--- src/rtl/irq_prio_pkg.sv ---
package irq_prio_pkg;
  localparam int unsigned NUM_IRQ = 6;
  localparam int unsigned IDX_W   = 3;
  localparam int unsigned DATA_W  = 8;
  localparam int unsigned ADDR_W  = 2;
  localparam int unsigned NUM_GRP = 3;

  localparam logic [ADDR_W-1:0] ADDR_PRIO = 2'd0;
  localparam logic [ADDR_W-1:0] ADDR_REQ  = 2'd1;
  localparam logic [ADDR_W-1:0] ADDR_MASK = 2'd2;

  typedef enum logic [1:0] {GRP_A = 2'd0, GRP_B = 2'd1, GRP_C = 2'd2} grp_e;

  typedef struct packed {
    logic ok;
    grp_e g0;
    grp_e g1;
    grp_e g2;
  } grp_order_t;

  function automatic grp_order_t decode_order(input logic [2:0] code);
    grp_order_t o;
    o = '{ok: 1'b1, g0: GRP_A, g1: GRP_B, g2: GRP_C};
    unique case (code)
      3'b001: begin o.g0 = GRP_C; o.g1 = GRP_A; o.g2 = GRP_B; end
      3'b010: begin o.g0 = GRP_A; o.g1 = GRP_B; o.g2 = GRP_C; end
      3'b011: begin o.g0 = GRP_A; o.g1 = GRP_C; o.g2 = GRP_B; end
      3'b100: begin o.g0 = GRP_B; o.g1 = GRP_C; o.g2 = GRP_A; end
      3'b101: begin o.g0 = GRP_C; o.g1 = GRP_B; o.g2 = GRP_A; end
      3'b110: begin o.g0 = GRP_B; o.g1 = GRP_A; o.g2 = GRP_C; end
      default: o.ok = 1'b0;
    endcase
    return o;
  endfunction

  function automatic logic [2:0] order_code(input logic [DATA_W-1:0] prio);
    return {prio[4], prio[3], prio[0]};
  endfunction
endpackage

--- src/rtl/irq_req_regs.sv ---
module irq_req_regs
  import irq_prio_pkg::*;
#(
  parameter int unsigned        N_IRQ = NUM_IRQ,
  parameter int unsigned        DW    = DATA_W,
  parameter int unsigned        AW    = ADDR_W,
  parameter logic [N_IRQ-1:0]   HW_SRC = '1
) (
  input  logic             clk_i,
  input  logic             rst_ni,
  input  logic [AW-1:0]    addr_i,
  input  logic             we_i,
  input  logic [DW-1:0]    wdata_i,
  output logic [DW-1:0]    rdata_o,
  input  logic [N_IRQ-1:0] hw_set_i,
  input  logic [N_IRQ-1:0] clr_i,
  output logic [DW-1:0]    prio_o,
  output logic [N_IRQ-1:0] req_o,
  output logic [N_IRQ-1:0] en_o,
  output logic             gie_o
);
  localparam int unsigned GIE_BIT = DW - 1;
  localparam int unsigned PAD_W   = DW - N_IRQ;

  logic [DW-1:0]    prio_q;
  logic [N_IRQ-1:0] req_q, req_d, req_base, hw_set;
  logic [N_IRQ-1:0] en_q;
  logic             gie_q;
  logic             wr_prio, wr_req, wr_mask;

  assign wr_prio = we_i && (addr_i == ADDR_PRIO);
  assign wr_req  = we_i && (addr_i == ADDR_REQ);
  assign wr_mask = we_i && (addr_i == ADDR_MASK);
  assign hw_set  = hw_set_i & HW_SRC;

  // software load and ack first, hardware set last so it wins
  always_comb begin
    req_base = wr_req ? wdata_i[N_IRQ-1:0] : req_q;
    req_base = req_base & ~clr_i;
    req_d    = req_base | hw_set;
  end

  always_ff @(posedge clk_i or negedge rst_ni) begin
    if (!rst_ni) begin
      prio_q <= '0;
      req_q  <= '0;
      en_q   <= '0;
      gie_q  <= 1'b0;
    end else begin
      req_q <= req_d;
      if (wr_prio) prio_q <= wdata_i;
      if (wr_mask) begin
        en_q  <= wdata_i[N_IRQ-1:0];
        gie_q <= wdata_i[GIE_BIT];
      end
    end
  end

  always_comb begin
    rdata_o = '0;
    unique case (addr_i)
      ADDR_REQ:  rdata_o = {{PAD_W{1'b0}}, req_q};
      ADDR_MASK: begin
        rdata_o[N_IRQ-1:0] = en_q;
        rdata_o[GIE_BIT]   = gie_q;
      end
      default:   rdata_o = '0;
    endcase
  end

  assign prio_o = prio_q;
  assign req_o  = req_q;
  assign en_o   = en_q;
  assign gie_o  = gie_q;

  p_hw_set_r4: assert property (@(posedge clk_i) disable iff (!rst_ni)
    (|hw_set) |=> ((req_q & $past(hw_set)) == $past(hw_set)));

  p_upper_zero_r3: assert property (@(posedge clk_i) disable iff (!rst_ni)
    (addr_i == ADDR_REQ) |-> (rdata_o[DW-1:N_IRQ] == '0));
endmodule

--- src/rtl/irq_pair_pick.sv ---
module irq_pair_pick
  import irq_prio_pkg::*;
#(
  parameter int unsigned N_IRQ   = NUM_IRQ,
  parameter int unsigned IW      = IDX_W,
  parameter int unsigned FIRST   = 0,
  parameter int unsigned SECOND  = 1
) (
  input  logic [N_IRQ-1:0] pend_i,
  input  logic             swap_i,
  output logic             hit_o,
  output logic [IW-1:0]    idx_o
);
  localparam logic [IW-1:0] FIRST_IDX  = IW'(FIRST);
  localparam logic [IW-1:0] SECOND_IDX = IW'(SECOND);

  logic          lead_p, tail_p;
  logic [IW-1:0] lead_i, tail_i;

  always_comb begin
    if (swap_i) begin
      lead_p = pend_i[SECOND]; lead_i = SECOND_IDX;
      tail_p = pend_i[FIRST];  tail_i = FIRST_IDX;
    end else begin
      lead_p = pend_i[FIRST];  lead_i = FIRST_IDX;
      tail_p = pend_i[SECOND]; tail_i = SECOND_IDX;
    end
    hit_o = lead_p | tail_p;
    idx_o = lead_p ? lead_i : tail_i;
  end
endmodule

--- src/rtl/irq_resolver.sv ---
module irq_resolver
  import irq_prio_pkg::*;
#(
  parameter int unsigned N_IRQ = NUM_IRQ,
  parameter int unsigned IW    = IDX_W,
  parameter int unsigned DW    = DATA_W,
  parameter int unsigned NG    = NUM_GRP
) (
  input  logic [N_IRQ-1:0] pend_i,
  input  logic [DW-1:0]    prio_i,
  output logic             valid_o,
  output logic [IW-1:0]    index_o
);
  // index by grp_e: A, B, C
  localparam int unsigned FIRST_T  [NG] = '{5, 2, 1};
  localparam int unsigned SECOND_T [NG] = '{3, 0, 4};
  localparam int unsigned SWAP_T   [NG] = '{5, 2, 1};

  logic [NG-1:0]        hit;
  logic [NG-1:0][IW-1:0] gidx;
  grp_order_t           ord;

  for (genvar g = 0; g < NG; g++) begin : g_pair
    irq_pair_pick #(
      .N_IRQ (N_IRQ),
      .IW    (IW),
      .FIRST (FIRST_T[g]),
      .SECOND(SECOND_T[g])
    ) u_pick (
      .pend_i(pend_i),
      .swap_i(prio_i[SWAP_T[g]]),
      .hit_o (hit[g]),
      .idx_o (gidx[g])
    );
  end

  assign ord = decode_order(order_code(prio_i));

  always_comb begin
    valid_o = ord.ok && (|hit);
    index_o = '0;
    if (valid_o) begin
      if (hit[ord.g0])      index_o = gidx[ord.g0];
      else if (hit[ord.g1]) index_o = gidx[ord.g1];
      else                  index_o = gidx[ord.g2];
    end
  end
endmodule

--- src/rtl/irq_prio_ctrl.sv ---
module irq_prio_ctrl
  import irq_prio_pkg::*;
#(
  parameter int unsigned N_IRQ = NUM_IRQ,
  parameter int unsigned IW    = IDX_W,
  parameter int unsigned DW    = DATA_W,
  parameter int unsigned AW    = ADDR_W
) (
  input  logic             clk_i,
  input  logic             rst_ni,
  input  logic [AW-1:0]    bus_addr_i,
  input  logic             bus_we_i,
  input  logic [DW-1:0]    bus_wdata_i,
  output logic [DW-1:0]    bus_rdata_o,
  input  logic [N_IRQ-1:0] irq_pulse_i,
  input  logic             ack_i,
  output logic             valid_o,
  output logic [IW-1:0]    index_o
);
  // request 3 has no hardware source
  localparam logic [N_IRQ-1:0] HW_SRC = ~(N_IRQ'(1) << 3);

  logic [DW-1:0]    prio;
  logic [N_IRQ-1:0] req, en, pend, clr;
  logic             gie, win_valid;
  logic [IW-1:0]    win_idx;

  irq_req_regs #(
    .N_IRQ (N_IRQ),
    .DW    (DW),
    .AW    (AW),
    .HW_SRC(HW_SRC)
  ) u_regs (
    .clk_i   (clk_i),
    .rst_ni  (rst_ni),
    .addr_i  (bus_addr_i),
    .we_i    (bus_we_i),
    .wdata_i (bus_wdata_i),
    .rdata_o (bus_rdata_o),
    .hw_set_i(irq_pulse_i),
    .clr_i   (clr),
    .prio_o  (prio),
    .req_o   (req),
    .en_o    (en),
    .gie_o   (gie)
  );

  assign pend = gie ? (req & en) : '0;

  irq_resolver #(
    .N_IRQ(N_IRQ),
    .IW   (IW),
    .DW   (DW)
  ) u_res (
    .pend_i (pend),
    .prio_i (prio),
    .valid_o(win_valid),
    .index_o(win_idx)
  );

  assign valid_o = win_valid;
  assign index_o = win_idx;
  assign clr     = (ack_i && win_valid) ? (N_IRQ'(1) << win_idx) : '0;

  p_valid_gate_r7: assert property (@(posedge clk_i) disable iff (!rst_ni)
    valid_o |-> (gie && ((req & en) != '0)));

  p_reserved_r8: assert property (@(posedge clk_i) disable iff (!rst_ni)
    ((order_code(prio) == 3'b000) || (order_code(prio) == 3'b111)) |-> !valid_o);

  p_winner_pending_r9: assert property (@(posedge clk_i) disable iff (!rst_ni)
    valid_o |-> (req[index_o] && en[index_o]));

  p_ack_clear_r11: assert property (@(posedge clk_i) disable iff (!rst_ni)
    (ack_i && valid_o && !(bus_we_i && bus_addr_i == ADDR_REQ) && !irq_pulse_i[index_o])
      |=> !req[$past(index_o)]);
endmodule

--- config.mk ---
export PLATFORM = sky130hd
export DESIGN_NAME = irq_prio_ctrl
export DESIGN_NICKNAME = d
export VERILOG_FILES = /design/src/rtl/irq_prio_pkg.sv /design/src/rtl/irq_req_regs.sv /design/src/rtl/irq_pair_pick.sv /design/src/rtl/irq_resolver.sv /design/src/rtl/irq_prio_ctrl.sv
export SDC_FILE = /design/constraint.sdc
export NUM_CORES = 1
export LEC_CHECK = 0
export CAP_MARGIN = 5
export CELL_PAD_IN_SITES_DETAIL_PLACEMENT = 0
export CELL_PAD_IN_SITES_GLOBAL_PLACEMENT = 2
export CORE_ASPECT_RATIO = 2
export CORE_MARGIN = 4
export CORE_UTILIZATION = 35
export CTS_BUF_LIST = sky130_fd_sc_hd__clkbuf_8
export CTS_CLUSTER_DIAMETER = 40
export DETAILED_ROUTE_END_ITERATION = 6
export DONT_BUFFER_PORTS = 1
export GPL_ROUTABILITY_DRIVEN = 0
export PLACE_DENSITY = 0.8
export SYNTH_ARGS = -nofsm -noshare
export SYNTH_HDL_FRONTEND = slang
export SYNTH_SLANG_ARGS = --single-unit
--- constraint.sdc ---
create_clock -name clk_i -period 2.5 [get_ports clk_i]
set_input_delay 0.5 -clock clk_i [delete_from_list [all_inputs] [get_ports clk_i]]
set_output_delay 0.5 -clock clk_i [all_outputs]
set_load 0.05 [all_outputs]
==> summary.md <==
| Metric | Value |
|---|---|
| Status | `finished, violations left` |
| Violated checks | `setup timing` |
| Max Clock Skew | `0.004166 ns` |
| Synth Instances | `166` |
| CP Max Fanout | `6` |
| Leak | `0.9567 nW` |
| DP Cell Count | `between 200 and 300` |
| DIE WIDTH | `54.68 um` |
| Via/cell ratio | `5.978` |
| CP arrival | `2.25 ns` |
| Area Overhead vs Synth | `48.56%` |
| PD cells | `861.5 nW/um^2` |
| Post-synthesis cell area | `1525 um^2` |
| Final Critical Period | `2.749 ns` |
| Critical path type | `reg -> out` |
| Post-synth cell types | `47` |
| Critical-path cell list | `or3b_4, o22ai_2, a22o_1, nor4_2, a311oi_2, and2_4, buf_12` |
| Die height | `101.4 um` |
| Htree depth | `1` |
| Synthesized net count | `around 190` |
| Maximum VDD drop | `around 0.00053 V` |
| Crit share post-route | `110.0%` |
| Cts bufs inserted | `3` |
| Final ANT Viol Nets | `0` |
| Final Slew Violations | `0` |
| WHS | `0.3507 ns` |
| Top_reg_cell synth | `dfrtp_1` |
| CP startpoint kind | `register` |
| Worst R2R Setup Slack | `0.12 ns` |
| Placement Rows | `33` |
| Die area | `5542 um^2` |
| Drt pass-1 iters | `4` |
| Post-DP HPWL | `4180 um` |
| Clock Tree Buf Depth | `2` |
| Final setup margin | `-0.2495 ns` |
| Sinks on Clock Net | `19` |
| Synth top area cells | `dfrtp_1 (31%), mux2_2 (9.6%), a22oi_1 (3.4%)` |
| Total wire length | `5387 um` |
| R2R Path Start | `u_regs.en_o[1]` |
| Number of global-route vias before repair | `1,776` |
| DR WL/cell | `between 15 and 20 um` |
| Post-synth EDFFs | `0` |
| Number of nets in the layout | `247` |
| Worst min-delay path startpoint | `irq_pulse_i[1]` |
| # Max-Cap Violations | `0` |
| Slowest library cell on the worst path | `dfrtp_2` |
| Vias | `1,644` |
| Final setup viols | `3` |
| Critical path startpoint | `u_regs.prio_o[3]` |
| IO Pins | `32` |
| DR iter-0 viols | `42` |
| Final Cell Area | `2266 um^2` |
| Total Routing Usage GR | `21.74%` |
| Crit path largest cell delay | `0.45 ns` |
| Core Region | `4170 um^2` |
| Syn_area_per_cell | `9.188 um^2` |
| CP Capture Type | `output port` |
| Largest net degree at the start of global routing | `20` |
| Placed cell area | `between 1500 and 2000 um^2` |
| Initial antenna violation count | `0` |
| Clk_lat worst skew | `0.26 ns` |
| Max Clk Rate | `roughly 360 MHz` |
| Synth cell count leaders | `dfrtp_1 (19), mux2_2 (13), nand2_1 (9)` |
| Hold crit path type | `in -> reg` |
| Clk pin slew, worst setup/hold paths | `0.07 ns` |
| Dpl ws | `-0.06195 ns` |
| Synth warn | `0` |
| Worst Path Required | `2.00 ns` |
| Final hold violation count | `0` |
| Initial Util | `between 30% and 40%` |
| Count leader, synth | `dfrtp_1` |
| Slew margin rel. | `between 40 and 50%` |
| Number of synthesized register bits | `19` |
| Share of the synthesized area in the top cell type | `31.17%` |
| Share of cells above drive strength 1 | `just under 50%` |
| Area leader, netlist | `dfrtp_1` |
| Port buffer count | `0` |
| Total gr overflow | `0` |
| CTS tree | `done` |
| Fin Setup TNS | `-0.6070 ns` |
| RSZ-0062 raised after global routing | `yes` |
| Sequential area share after synthesis | `31.17%` |
| Post-route DRC | `0` |
| Worst Max-Slew Pin Slew | `approximately 0.87 ns` |
| First-pass GRT wire length | `8769 um` |
| Non-filler cells, final | `275` |
| Async SR Flop Fraction | `100.0%` |
| CTS root buf | `clkbuf_8` |
| Antenna Cells | `0` |
logic make-up (layout without fill, tap and decap cells):
group                      after synthesis  count (layout)  share of synthesized area (%)
buffers and inverters                   15              72                          4.922
DFF                                     19              19                          31.17
other                                    1               1                         0.2459
muxes                                   16              16                          11.57
adders and majority gates                3               3                          2.461
AOI/OAI and AO/OA                       54              54                          28.88
and+or+nand+nor                         58              58                          20.76
stage by stage:
step,power (mW),utilization (%)
after floorplan,1.040,-
after global placement,1.490,47.04
after detailed placement,1.504,47.04
after CTS,1.906,53.47
after global routing,2.067,54.34
final,1.952,54.34
critical path: cells and delay by family, from the launching register on:
family | cells | cell delay, ns
AOI/OAI and AO/OA | 3 | 0.74
and+or+nand+nor | 3 | 0.67
DFF | 1 | 0.45
buffers and inverters | 1 | 0.13
registers in the layout (all words and copies together) (netlist names):
signal	count
u_regs.en_o	6
u_regs.gie_o	1
u_regs.prio_o	6
u_regs.req_o	6
layout by cell type (no fill, tap or decap), types with 4 or more instances in the layout:
cell      count
buf_4        54
nand2b_1      5
a41oi_1       4
a211oi_1      4
a31oi_1       5
inv_1         8
a22oi_1       6
nor3_1        4
nor2b_1       8
dfrtp_2       5
dfrtp_1      14
and3_1        4
a21oi_1       6
nand2_1       9
nor2_1        6
mux2_2       13
per-layer routing:
layer / vias to the layer above / wire, um / GRT usage [%]
li1: 763 / - / -
met1: 811 / 1696 / 20.74
met2: 49 / 3251 / 41.15
met3: 21 / 167 / 2.651
met4: 0 / 271 / 11.90
met5: - / 0 / 0
cell type report:
class	count	area, um^2
Inverter	7	26.28
Clock inverter	1	3.754
Multi-Input combinational cell	132	1139
Clock buffer	3	41.29
Timing Repair Buffer	61	509.2
Fill cell	403	1904
Tap cell	52	65.06
Sequential cell	19	481.7
worst paths after layout:
| path | end | cells past startpoint |
|---|---|---|
| setup / recovery | index_o[1] | 7 |
| hold / removal | u_regs.req_o[1] | 1 |
| setup reg to reg | u_regs.req_o[1] | 9 |
| hold reg to reg | u_regs.prio_o[2] | 1 |
| max in group asynchronous | u_regs.prio_o[3] | 1 |
| min in group asynchronous | u_regs.req_o[5] | 1 |
report_power, final:
group          switching, mW  leakage, nW  internal, mW
Sequential            0.0679        0.209         0.369
Combinational          0.679        0.721         0.629
Clock                 0.0985       0.0269         0.109
repair_timing:
item / CTS / global route
endpoints found under the setup margin: 3 / 4
gates resized for setup: 28 / 7
buffers inserted: 10 / 1
pin swaps: 13 / 6
hold endpoints to repair: 19 / 0
hold buffers: 1 / 0
(Power assumes the default switching activity.)
